===== src/rtl/logic_uop_pkg.sv =====
package logic_uop_pkg;
  typedef enum logic [2:0] {
    OP_LOAD = 3'd0,
    OP_SET  = 3'd1,
    OP_CPL  = 3'd2,
    OP_CLR  = 3'd3,
    OP_MASK = 3'd4,
    OP_INS  = 3'd5,
    OP_CMP  = 3'd6,
    OP_NOP  = 3'd7
  } uop_e;
endpackage


===== src/rtl/logic_uop_alu.sv =====
module logic_uop_alu
  import logic_uop_pkg::*;
#(
  parameter int W = 8
) (
  input  uop_e         op,
  input  logic [W-1:0] a,
  input  logic [W-1:0] b,
  output logic [W-1:0] res
);
  // One bit slice per accumulator bit; insert step one behaves as mask.
  for (genvar i = 0; i < W; i++) begin : g_bit
    always_comb begin
      case (op)
        OP_LOAD:         res[i] = b[i];
        OP_SET:          res[i] = a[i] | b[i];
        OP_CPL, OP_CMP:  res[i] = a[i] ^ b[i];
        OP_CLR:          res[i] = a[i] & ~b[i];
        OP_MASK, OP_INS: res[i] = a[i] & b[i];
        default:         res[i] = a[i];
      endcase
    end
  end
endmodule


===== src/rtl/logic_uop_seq.sv =====
module logic_uop_seq (
  input  logic clk,
  input  logic rst,
  input  logic start,
  input  logic is_ins,
  output logic accept,
  output logic busy,
  output logic done
);
  // A strobe is taken only when no insert is in its second step.
  assign accept = start & ~busy;

  always_ff @(posedge clk) begin
    if (rst) begin
      busy <= 1'b0;
      done <= 1'b0;
    end else begin
      busy <= accept & is_ins;
      done <= (accept & ~is_ins) | busy;
    end
  end
endmodule


===== src/rtl/logic_uop_unit.sv =====
module logic_uop_unit
  import logic_uop_pkg::*;
#(
  parameter int W = 8
) (
  input  logic         clk,
  input  logic         rst,
  input  logic         start_i,
  input  logic [2:0]   op_i,
  input  logic [W-1:0] opnd_i,
  input  logic [W-1:0] ins_val_i,
  output logic [W-1:0] acc_o,
  output logic         done_o,
  output logic         eq_o
);
  localparam logic [W-1:0] ZERO = '0;

  uop_e         op;
  logic         accept;
  logic         busy;
  logic [W-1:0] alu_res;
  logic [W-1:0] acc_q;
  logic [W-1:0] field_q;
  logic         eq_q;

  assign op = uop_e'(op_i);

  logic_uop_seq u_seq (
    .clk   (clk),
    .rst   (rst),
    .start (start_i),
    .is_ins(op == OP_INS),
    .accept(accept),
    .busy  (busy),
    .done  (done_o)
  );

  logic_uop_alu #(.W(W)) u_alu (
    .op (op),
    .a  (acc_q),
    .b  (opnd_i),
    .res(alu_res)
  );

  always_ff @(posedge clk) begin
    if (rst) begin
      acc_q   <= ZERO;
      field_q <= ZERO;
      eq_q    <= 1'b0;
    end else begin
      if (accept) begin
        acc_q <= alu_res;
        if (op == OP_INS) field_q <= ins_val_i;
        if (op == OP_CMP) eq_q <= (alu_res == ZERO);
      end else if (busy) begin
        acc_q <= acc_q | field_q;
      end
    end
  end

  assign acc_o = acc_q;
  assign eq_o  = eq_q;
endmodule


===== config.mk =====
export PLATFORM = sky130hd
export DESIGN_NAME = logic_uop_unit
export DESIGN_NICKNAME = d
export VERILOG_FILES = /design/src/rtl/logic_uop_pkg.sv /design/src/rtl/logic_uop_alu.sv /design/src/rtl/logic_uop_seq.sv /design/src/rtl/logic_uop_unit.sv
export SDC_FILE = /design/constraint.sdc
export NUM_CORES = 1
export LEC_CHECK = 0
export ABC_CLOCK_PERIOD_IN_PS = 1700
export BUFFER_PORTS_ARGS = -buffer_cell sky130_fd_sc_hd__buf_2
export CORE_AREA = 2 2 53 55
export DETAILED_ROUTE_END_ITERATION = 7
export DIE_AREA = 0 0 55 57
export PLACE_DENSITY = 0.78
export SLEW_MARGIN = 5
export SYNTH_ARGS = -nofsm -noshare
export SYNTH_HDL_FRONTEND = slang
export SYNTH_SLANG_ARGS = --single-unit
export TNS_END_PERCENT = 100

===== constraint.sdc =====
create_clock -name clk -period 1.7 [get_ports clk]
set_clock_uncertainty 0.05 [all_clocks]
set_input_delay 0.34 -clock clk [delete_from_list [all_inputs] [get_ports clk]]
set_output_delay 0.34 -clock clk [all_outputs]
set_load 0.01 [all_outputs]

==> impl_metrics.toml <==
[final_layout]
final_area_mm2 = 0.00152
drive_gt1_share_pct = 26.8
nets = 225
final_core_util_pct = 58.0
area_delta_synth_final_pct = 17.1
diodes = 0
fillCellCount = 251
final_cell_mix = "buf_2, nor2_1, dfxtp_1"
layout_commonest_cell = "buf_2"

[clocking]
clock-sinks = 19
numCtsBuffers = 3
clk_pin_slew_worst_paths_ps = 100
htree_levels = 1
cts_tree = "yes"
cts_resized = 0
clk_path_buf_depth = 2
clock_latency_ps = 300
cts_root_buffer = "clkbuf_4"
post_cts_buffers = 0
ctsHoldBuffers = 0

[floorplan]
die_x_um = 55
dieArea_mm2 = 0.00314
die_height_um = 57
ios = 32
start_util_pct = 49.5
core-area_mm2 = 0.00262
fp-row-count = 19

[setup_path]
end_kind = "register"
start_kind = "register"
reg2reg_to = "eq_o$_SDFFE_PP0P_"
ff2ff_path_depth = 7
timing.rr.start = "acc_o[4]$_SDFFE_PP0P_"
cp-startpoint = "acc_o[4]$_SDFFE_PP0P_"
critPathArrivalTime_ps = 1760
crit_path_max_fanout = 4
cp-endpoint = "eq_o$_SDFFE_PP0P_"
critPathKind = "register to register"
crit_required_ps = 1890
rrSetupSlack_ps = 130

[global_route]
grt_pass1_vias = 1142
grt-ovfl-total = 0
groute.usage.overall_pct = 20.1
grt_max_degree = 21
grt_pass1_wl_mm = 4.74
antenna_found_initial = 0

[sta]
setup_viol_count_final = 0
worst_slew_pin_slew_ps = 363
grt_setup_unrepaired = "no"
fmax_mhz = 637
slew_headroom_pct = 75.8
tns_ps = 0
hold_viol = 0
slew_violations = 0
finalCritPeriodShare_pct = 92.4
finalCriticalPeriod_ps = 1570

[detailed_routing]
drtIter0Drc = 27
ant_nets = 0
wl_per_cell_um = 12.9
route.detailed.drc = 0
viasPerCell = 5.56
drt_pre_antenna_iters = 4
wl_mm = 2.91
vias = 1251

[logic_synthesis]
ys_ff_latch = 19
syn_nets = 189
yosysTopAreaCell = "dfxtp_1"
yosysSeqAreaShare_pct = 29.4
synth.area.top_cells = "dfxtp_1, ha_1, mux2i_1"
syn_area_per_cell_um2 = 8.14
syn_inst = 159
async_flop_share_pct = 0
synth-edff-count = 0
synth_warnings = 0
ys.flop_type = "dfxtp_1"
synth.top_cell.area_share_pct = 29.4
ys_types = 36
synth_area_mm2 = 0.00129

[power_and_ir_drop]
peakVddDrop_mv = 0.673
p_leak_nw = 0.662
power_density_mw_per_mm2 = 646

[hold_path]
worstHoldPathCells = 3
hp-class = "primary input to register"

[placement]
placedInstanceArea_mm2 = 0.00149
hpwl_mm = 2.34
place.gp.congestion = 0.824
numPortBuffers = 31

[job]
cap_violations = 0

[status]
outcome = "complete, no violations"
## logic make-up after synthesis
family	synth area share [%]
and+or+nand+nor	24.7
AOI/OAI and AO/OA	21.1
buffers and inverters	10.1
DFF	29.4
muxes	6.96
adders and majority gates	7.73
## routing by layer
layer | vias up | share of wire, % | GRT usage (%)
li1 | 631 | - | -
met1 | 566 | 45 | 28.0
met2 | 46 | 46 | 30.8
met3 | 8 | 6.5 | 2.09
met4 | 0 | 2.1 | 9.06
met5 | - | 0 | 0
## sequential cells by signal, summed over array words and instances, names as in the netlist
name and cells:
u_seq.busy 1, field_q 8, eq_o 1, acc_o 8, u_seq.done 1
## through the flow
stage	hold WS (ps)	cells	setup WS, ps	power (mW)
global route	230	225	42.5	1.05
finish	221	225	129	0.979
detailed placement	437	221	57.4	0.766
CTS	220	225	165	0.987
global placement	424	221	113	0.752
floorplan	404	159	262	0.666
## worst min path at each step
stage                     slack, ps               startpoint                      end
after floorplan                 400  field_q[1]$_SDFFE_PP0P_  field_q[1]$_SDFFE_PP0P_
after global placement          420  field_q[6]$_SDFFE_PP0P_  field_q[6]$_SDFFE_PP0P_
after detailed placement        440        eq_o$_SDFFE_PP0P_        eq_o$_SDFFE_PP0P_
after CTS                       220             ins_val_i[6]  field_q[6]$_SDFFE_PP0P_
after global routing            230             ins_val_i[3]  field_q[3]$_SDFFE_PP0P_
final                           220             ins_val_i[6]  field_q[6]$_SDFFE_PP0P_
## cell usage after synthesis, types with 2 or more instances
cell type,instances
or2_1,2
nor2_1,20
nand3b_1,3
o211ai_1,5
o22ai_1,2
o21ai_0,8
nand4_1,2
a221oi_2,3
dfxtp_1,19
or2_2,2
clkbuf_1,3
a21oi_1,11
nand4b_1,2
nand3_1,2
buf_6,3
or2b_1,2
mux2i_1,9
inv_1,17
nand2_1,10
a221oi_1,4
ha_1,8
buf_4,3
o2111ai_1,2
nor3_1,5
## worst max-delay path, stage by stage, from the launching register on
cell and delay (ps):
dfxtp_1 400, inv_1 90, ha_1 290, nand3b_1 90
o211ai_1 100, a21oi_1 180, nand4_1 160, o21ai_1 170
## power breakdown
group / total [mW] / internal (mW) / switching [mW]
registers: 0.485 / 0.467 / 0.0181
logic: 0.272 / 0.123 / 0.149
clock network: 0.222 / 0.0878 / 0.134
total: 0.979 / 0.677 / 0.302
## final cells by class
class / instances / area [um^2] / share of cell area, %
inverter: 17 / 63.8 / 4.21
tap: 31 / 38.8 / 2.56
timing repair buffer: 40 / 223 / 14.7
clock buffer: 3 / 22.5 / 1.49
multi-input combinational: 114 / 783 / 51.7
clock inverter: 1 / 5.00 / 0.330
sequential: 19 / 380 / 25.1
Note: power is estimated with default switching activity, not from simulation.
